[config.mk]
export PLATFORM = sky130hd
export DESIGN_NAME = bit_test_modify
export DESIGN_NICKNAME = d
export VERILOG_FILES = /design/src/rtl/btm_pkg.sv /design/src/rtl/btm_operand.sv /design/src/rtl/btm_bit_modify.sv /design/src/rtl/btm_out_reg.sv /design/src/rtl/bit_test_modify.sv
export SDC_FILE = /design/constraint.sdc
export NUM_CORES = 1
export LEC_CHECK = 0
export BUFFER_PORTS_ARGS = -buffer_cell sky130_fd_sc_hd__buf_2
export CAP_MARGIN = 20
export CORE_MARGIN = 3
export CORE_UTILIZATION = 30
export DETAILED_ROUTE_END_ITERATION = 8
export GPL_TIMING_DRIVEN = 0
export PLACE_DENSITY = 0.54
export SLEW_MARGIN = 20
export SYNTH_ARGS = -nofsm -noshare
export SYNTH_HDL_FRONTEND = slang
export SYNTH_SLANG_ARGS = --single-unit
[constraint.sdc]
create_clock -name clk -period 4 [get_ports clk]
set_input_delay 0.2 -clock clk [delete_from_list [all_inputs] [get_ports clk]]
set_output_delay 0.2 -clock clk [all_outputs]
set_load 0.01 [all_outputs]
[src/rtl/btm_pkg.sv]
// Package: shared widths and the mode encoding for the bit test and modify unit.
// Assumes: the word width is a power of two and twice the narrow width.
package btm_pkg;
    localparam int WORD_W   = 32;
    localparam int NARROW_W = 16;

    typedef enum logic [1:0] {
        BT_TEST  = 2'b00,
        BT_CLEAR = 2'b01,
        BT_SET   = 2'b10,
        BT_FLIP  = 2'b11
    } btm_mode_e;
endpackage

[src/rtl/btm_operand.sv]
// Module: btm_operand
// Picks the effective operand and bit index for the selected size.
// It masks the index down to the narrow width and clears the upper
// half of the word when 16-bit size is chosen.
// Assumes: NARROW_W divides WORD_W and both are powers of two.
module btm_operand #(
    parameter int WORD_W   = 32,
    parameter int NARROW_W = 16,
    localparam int IDX_W   = $clog2(WORD_W),
    localparam int NIDX_W  = $clog2(NARROW_W)
) (
    input  logic [WORD_W-1:0] word_in,
    input  logic [IDX_W-1:0]  idx_in,
    input  logic              wide,
    output logic [WORD_W-1:0] word_eff,
    output logic [IDX_W-1:0]  idx_eff
);
    // Index masking: narrow size keeps only the low index bits.
    always_comb begin
        if (wide) idx_eff = idx_in;
        else      idx_eff = {{(IDX_W-NIDX_W){1'b0}}, idx_in[NIDX_W-1:0]};
    end

    // Word lanes: the low lane always passes, upper lanes only in wide size.
    genvar gi;
    generate
        for (gi = 0; gi < WORD_W; gi++) begin : g_lane
            if (gi < NARROW_W) begin : g_low
                assign word_eff[gi] = word_in[gi];
            end else begin : g_high
                assign word_eff[gi] = word_in[gi] & wide;
            end
        end
    endgenerate
endmodule

[src/rtl/btm_bit_modify.sv]
// Module: btm_bit_modify
// Combinational core: builds a one-hot mask from the index, extracts the
// selected bit as carry and forms the result word for the chosen mode.
// Assumes: the index is already masked to the active size.
module btm_bit_modify
    import btm_pkg::*;
#(
    parameter int WORD_W = 32,
    localparam int IDX_W = $clog2(WORD_W)
) (
    input  logic [WORD_W-1:0] word,
    input  logic [IDX_W-1:0]  idx,
    input  btm_mode_e         mode,
    output logic [WORD_W-1:0] word_out,
    output logic              carry
);
    logic [WORD_W-1:0] sel_mask;

    // One-hot decoder: a comparator per bit position.
    genvar gb;
    generate
        for (gb = 0; gb < WORD_W; gb++) begin : g_dec
            assign sel_mask[gb] = (idx == IDX_W'(gb));
        end
    endgenerate

    // Carry extract: OR-reduce the masked word.
    assign carry = |(word & sel_mask);

    // Write-back selection per mode.
    always_comb begin
        unique case (mode)
            BT_TEST:  word_out = word;
            BT_CLEAR: word_out = word & ~sel_mask;
            BT_SET:   word_out = word | sel_mask;
            BT_FLIP:  word_out = word ^ sel_mask;
            default:  word_out = word;
        endcase
    end
endmodule

[src/rtl/btm_out_reg.sv]
// Module: btm_out_reg
// Output stage: captures the result under the strobe, holds it otherwise,
// and raises the valid flag for one cycle per captured result.
// Assumes: synchronous active-low reset.
module btm_out_reg #(
    parameter int WORD_W = 32
) (
    input  logic              clk,
    input  logic              rst_n,
    input  logic              load,
    input  logic [WORD_W-1:0] word_d,
    input  logic              carry_d,
    output logic              valid_q,
    output logic [WORD_W-1:0] word_q,
    output logic              carry_q
);
    // Valid flag: follows the strobe by one cycle.
    always_ff @(posedge clk) begin
        if (!rst_n) valid_q <= 1'b0;
        else        valid_q <= load;
    end

    // Result data: captured on load, held otherwise.
    always_ff @(posedge clk) begin
        if (!rst_n) begin
            word_q  <= '0;
            carry_q <= 1'b0;
        end else if (load) begin
            word_q  <= word_d;
            carry_q <= carry_d;
        end
    end

    p_hold_idle_r8: assert property (@(posedge clk) disable iff (!rst_n)
        !load |=> ($stable(word_q) && $stable(carry_q) && !valid_q));
endmodule

[src/rtl/bit_test_modify.sv]
// Module: bit_test_modify (top)
// Tests one bit of a 16/32-bit word, copies it to a carry output and
// optionally clears, sets or inverts it; results are registered.
// Assumes: operands are already fetched; one operation per cycle at most.
module bit_test_modify
    import btm_pkg::*;
(
    input  logic        clk,
    input  logic        rst_n,
    input  logic        op_valid,
    input  logic [31:0] op_word,
    input  logic [4:0]  op_index,
    input  logic [1:0]  op_mode,
    input  logic        op_wide,
    output logic        res_valid,
    output logic [31:0] res_word,
    output logic        res_carry
);
    localparam int IDX_W = $clog2(WORD_W);

    logic [WORD_W-1:0] word_eff;
    logic [IDX_W-1:0]  idx_eff;
    logic [WORD_W-1:0] word_new;
    logic              carry_new;
    btm_mode_e         mode_e;

    assign mode_e = btm_mode_e'(op_mode);

    btm_operand #(.WORD_W(WORD_W), .NARROW_W(NARROW_W)) u_operand (
        .word_in  (op_word),
        .idx_in   (op_index),
        .wide     (op_wide),
        .word_eff (word_eff),
        .idx_eff  (idx_eff)
    );

    btm_bit_modify #(.WORD_W(WORD_W)) u_modify (
        .word     (word_eff),
        .idx      (idx_eff),
        .mode     (mode_e),
        .word_out (word_new),
        .carry    (carry_new)
    );

    btm_out_reg #(.WORD_W(WORD_W)) u_out (
        .clk     (clk),
        .rst_n   (rst_n),
        .load    (op_valid),
        .word_d  (word_new),
        .carry_d (carry_new),
        .valid_q (res_valid),
        .word_q  (res_word),
        .carry_q (res_carry)
    );

    p_valid_lat_r7: assert property (@(posedge clk) disable iff (!rst_n)
        op_valid |=> res_valid);
    p_carry_src_r1: assert property (@(posedge clk) disable iff (!rst_n)
        op_valid |=> (res_carry == $past(word_eff[idx_eff])));
    p_test_keep_r2: assert property (@(posedge clk) disable iff (!rst_n)
        (op_valid && op_mode == 2'b00) |=> (res_word == $past(word_eff)));
    p_one_bit_r5: assert property (@(posedge clk) disable iff (!rst_n)
        op_valid |=> ($countones(res_word ^ $past(word_eff)) <= 1));
    p_narrow_top_r6: assert property (@(posedge clk) disable iff (!rst_n)
        (op_valid && !op_wide) |=> (res_word[31:16] == 16'h0000));
endmodule

* After elaboration in Yosys (flattened, before gate mapping)
Index checks and enable logic that the tools add are counted.
Cells by class: eq/ne operators 34, muxes and demuxes 2, bitwise operators 21, reduce and logical (&&, ||, !) cells 3
Operators with widths (count):
- case mux 32 bit (4 select lines) | 1
- == test 5 bit (second input constant) | 16
- bitwise AND 32 bit | 2
- == test 5 x 4 -> 1 bit (second input constant) | 8
- NOT 32 bit | 1
- OR 32 bit | 1
- OR reduction 32 bit | 1
- XOR 32 bit | 1
- == test 5 x 3 -> 1 bit (second input constant) | 4
- bitwise AND 1 bit | 16
- == test 5 x 2 -> 1 bit (second input constant) | 2
- == test 5 x 1 -> 1 bit (second input constant) | 1
- logical NOT 5 bit | 1
- 2-to-1 mux 5 bit | 1
- == test 2 bit (second input constant) | 2
- == test 2 x 1 -> 1 bit (second input constant) | 1
- logical NOT 2 bit | 1
Storage, ports and cells: bits in registers 34, bits of input ports 43, output and inout port bits 34, word-level logic and storage cells 63

* Longest topological paths before layout
word-level depth 5, depth in mapped cells 10, depth with buffers taken out 9

* By module
From an unflattened synthesis, not the netlist that was laid out.
Unflattened totals: cell total of the unflattened synthesis 445, area total of the unflattened synthesis 4312.9 sq um
By module, submodules not included:
- btm_bit_modify | times used 1, cells an instance 299, area each 2722.6 sq um, seq. area each 0.0 sq um
- btm_out_reg | times used 1, cells an instance 108, area each 1306.3 sq um, seq. area each 680.7 sq um
- btm_operand | times used 1, cells an instance 38, area each 284.0 sq um, seq. area each 0.0 sq um

* Worst setup path after synthesis
Ideal clock, no wire load.
path kind input to register, start point input port op_wide, end point register u_out.word_q[0], library setup time 0.116 ns, arrival 1.845 ns, data required time 3.884 ns, path slack 2.039 ns, cell stages on the path 8, buffers on the path 1, path through buf_2 and2_1 nor3_1 nand2_1 ha_1 mux4_2 mux2i_1 nor2b_1
Between the ends: word-level cells in the longest chain between the ends 5, elaborated cells between the ends (all ways) 7, those cells by class mux: 2; bitwise: 4; reduce/logical: 1
RTL lines:
- start: declaration | RTL line bit_test_modify.sv:14 | input logic op_wide,
- 2-to-1 mux 5 bit * | RTL line btm_operand.sv:20 | if (wide) idx_eff = idx_in;
- logical NOT 5 bit * | RTL line btm_bit_modify.sv:23 | assign sel_mask[gb] = (idx == IDX_W'(gb));
- NOT 32 bit | RTL line btm_bit_modify.sv:34 | BT_CLEAR: word_out = word & ~sel_mask;
- bitwise AND 32 bit | RTL line btm_bit_modify.sv:34
- case mux 32 bit (4 select lines) * | RTL line btm_bit_modify.sv:32 | unique case (mode)
- end signal: assignment | RTL line btm_out_reg.sv:29 | word_q <= word_d;
- end: declaration | RTL line btm_out_reg.sv:14 | output logic [WORD_W-1:0] word_q,
Mark *: on every way between the ends. The rest lies on a longest branch, timed or not. A chain may end at the register's enable or synchronous reset.

* Worst setup path in the final report
start point input port op_index[0], end point register u_out.carry_q
Between the ends: word-level cells in the longest chain between the ends 4, elaborated cells between the ends (all ways) 35, those cells by class eq/ne: 31; mux: 1; bitwise: 1; reduce/logical: 2
RTL lines:
- start: declaration | RTL line bit_test_modify.sv:12 | input logic [4:0] op_index,
- 2-to-1 mux 5 bit * | RTL line btm_operand.sv:20
- == test 5 x 1 -> 1 bit, or another cell as far along | RTL line btm_bit_modify.sv:23
- bitwise AND 32 bit * | RTL line btm_bit_modify.sv:28 | assign carry = |(word & sel_mask);
- OR reduction 32 bit * | RTL line btm_bit_modify.sv:28
- end signal: assignment | RTL line btm_out_reg.sv:30 | carry_q <= carry_d;
- end: declaration | RTL line btm_out_reg.sv:15 | output logic carry_q
Marks and branches as above.

==> flow_summary.yaml <==
sta:
  max_freq_mhz: 464
  finClkSkew_ns: 0
  setup_viol: 0
  period_share_pct: 53.9
  min_period_ns: 2.16
  fin_setup_tns_ns: 0
  hold_viol_final: 0
  tightest_slew_ns: 0.816
  rsz0062_at_grt: "no"
  slew_headroom_pct: 45.4
  maxSlewViolCount: 0
power:
  power_uw: 1060
  p_sw_uw: 327
  switching_share_pct: 30.9
  intPower_uw: 732
  p_clk_share_pct: 35.1
  p_seq_share_pct: 35.4
  leakage_uw: 0.00270
  powerDensity_mw_per_mm2: 221
  ir_drop_uv: 140
  pwr-share-comb_pct: 29.5
global_routing:
  grt_pass1_wl_um: 18200
  grt_max_degree: 11
  grt_overflow: 0
  antenna_found_initial: 0
  grt_pass1_vias: 3634
  gr-usage-all-layers_pct: 15.7
synth:
  avgSynthCellArea_um2: 8.39
  syn_inst: 486
  synthArstFlopShare_pct: 0
  netlist_area_mm2: 0.00408
  yosys_most_used_dff: "dfxtp_1"
  yosys_warnings: 0
  synth_edf_count: 0
  ys_ff_latch: 34
  synth_cell_types: 28
  synth-seq-area-share_pct: 16.7
  synth_fp_nets: 625
setup_path:
  crit_fanout: 8
  max_stage_delay_ns: 0.44
  cp-start-kind: "primary input"
  crit_chain: "buf_2 -> nor2b_1 -> clkbuf_1 -> nand2_1 -> inv_1 -> ha_1 -> nor4_1 -> nand4_1 -> nor4_1 -> a21oi_1"
  regToRegStartpoint: "u_out.carry_q"
  reg2reg_setup_slack_ns: 3.36
  cp.arrival_ns: 2.32
  cp-end-kind: "flop"
  worst_path_max_delay_cell: "nor4_1"
  worstSetupPathType: "primary input to flop"
  cpMostUsedCell: "nor4_1"
  cp.required_ns: 4.16
  rr_endpoint: "u_out.carry_q"
  reg2reg_depth: 2
clocking:
  clk_pin_slew_ns: 0.06
  cts_buffer_depth: 2
  cts-root-buf: "clkbuf_16"
  cts-resized-gates: 0
  cts_tree: "done"
  insertion_delay_ns: 0.29
  cts.sinks: 34
  postCtsHoldBufs: 0
  htreeDepth: 2
  numCtsBuffers: 5
  cts_setup_buffers: 0
floorplanning:
  fp.dieW_um: 123
  initial_core_util_pct: 31.4
  die-height_um: 123
  ioPinCount: 77
  std_cell_rows: 41
  core_area_mm2: 0.0130
  die_area_mm2: 0.0150
run_status:
  status: "completed"
placement:
  post-dp-hpwl_um: 8870
  dp_cells: 731
  gp_congestion: 0.823
  port_buffers: 73
drt:
  totalWireLength_um: 11300
  detail_route.wl_per_cell_um: 15.2
  drc_errors: 0
  viasPerCell: 4.66
  vias: 3436
  drtAntennaViolNets: 0
  first_pass_iters: 4
  dr.first_iter.drc_count: 151
hold_path:
  holdPathEnd: "u_out.word_q[16]"
  hp-class: "primary input to flop"
  min_from: "rst_n"
  hold_path_depth: 2
layout:
  layout.nets: 705
  register_area_um2: 681
  final_util_pct: 36.9
  final_layout_size_suffix_gt1_share_pct: 18.7
  layoutNonFillerInstCount: 738
  n_fill_cell: 1345
  n_antenna_cell: 0
  area_growth_pct: 17.5
  multiInputGateArea_mm2: 0.00290
job:
  max_cap_violations: 0
## final cells by class
cell class / instances / area share, %
inverter: 80 / 6.27
sequential: 34 / 14.2
clock buffer: 7 / 2.77
tap: 172 / 4.49
timing repair buffer: 73 / 7.62
multi-input combinational: 344 / 60.4
buffer: 28 / 4.20
## per-stage QoR
stage | hold slack [ns] | setup WS [ns] | cell area [um^2]
floorplan | 0.353 | 2.04 | 4080
global placement | 0.460 | 1.55 | 4660
detailed placement | 0.461 | 1.53 | 4660
CTS | 0.233 | 1.84 | 4790
global route | 0.243 | 1.72 | 4790
finish | 0.237 | 1.84 | 4790
## logic make-up (layout without fill, tap and decap cells)
group | Yosys count | count (layout) | synth area share [%]
simple gates | 150 | 150 | 18.6
buf+inv | 108 | 188 | 12.3
fa+ha+maj | 96 | 96 | 29.4
compound gates | 66 | 66 | 9.51
flops | 34 | 34 | 16.7
mux | 32 | 32 | 13.5
## worst max-delay path, delay by kind of cell
kind                       cells  cell delay, ns
and+or+nand+nor                5            1.34
AOI/OAI and AO/OA              1            0.12
adders and majority gates      1            0.19
buffers and inverters          3            0.47
## registers in the layout, indices dropped and copies added, names as in the netlist
signal,flops
u_out.valid_q,1
u_out.carry_q,1
u_out.word_q,32
## worst max-delay path by stage
stage	startpoint	end	slack, ns	cells after the start
3_3_place_gp	op_index[1]	u_out.carry_q	1.55	10
4_1_cts	op_index[1]	u_out.carry_q	1.84	10
3_5_place_dp	op_index[1]	u_out.carry_q	1.53	10
6_report	op_index[0]	u_out.carry_q	1.84	10
5_1_grt	op_index[0]	u_out.carry_q	1.72	10
2_1_floorplan	op_wide	u_out.word_q[0]	2.04	8
## power groups by stage
stage | Clock, uW | Combinational (uW) | Sequential, uW
after global placement | 0 | 304 | 382
final | 372 | 313 | 375
after global routing | 400 | 354 | 378
after floorplan | 0 | 191 | 394
after CTS | 386 | 317 | 375
after detailed placement | 0 | 316 | 383
## cells in the final DEF (no fill, tap or decap)
cell type,Yosys,final
nand2_1,58,58
mux4_1,8,8
ha_1,96,96
o21ai_1,11,11
mux4_2,8,8
o211ai_1,7,7
nand4_1,1,1
nor2b_1,36,36
a21oi_1,17,17
nand2b_1,18,18
nor3_1,2,2
clkbuf_16,0,5
buf_4,2,2
nor2_1,7,7
a21boi_1,16,16
nor4b_1,1,1
mux2i_1,16,16
buf_6,9,9
and2_1,3,3
o21ai_0,15,15
inv_1,80,80
clkbuf_1,8,10
nand3_1,16,16
buf_8,1,1
dfxtp_1,34,34
nor4_1,7,7
or4_1,1,1
buf_2,7,80
clkbuf_2,1,1
## Yosys cell counts, types with 8 or more instances
library cell  number  area, um^2
buf_6              9         101
nor2b_1           36         225
o21ai_0           15        75.1
a21boi_1          16         120
a21oi_1           17        85.1
clkbuf_1           8        30.0
inv_1             80         300
nand3_1           16        80.1
mux4_1             8         210
mux2i_1           16         160
nand2b_1          18         113
mux4_2             8         180
o21ai_1           11        55.1
dfxtp_1           34         681
ha_1              96        1200
nand2_1           58         218
## layer usage
metal,part of all wire [%],global-route usage (%),vias to the layer above
met3,5.0,2.67,9
li1,-,-,1738
met5,0,0,-
met1,43,18.4,1609
met2,51,29.0,80
met4,1.5,4.62,0
Power figures use the tool's default switching activity.
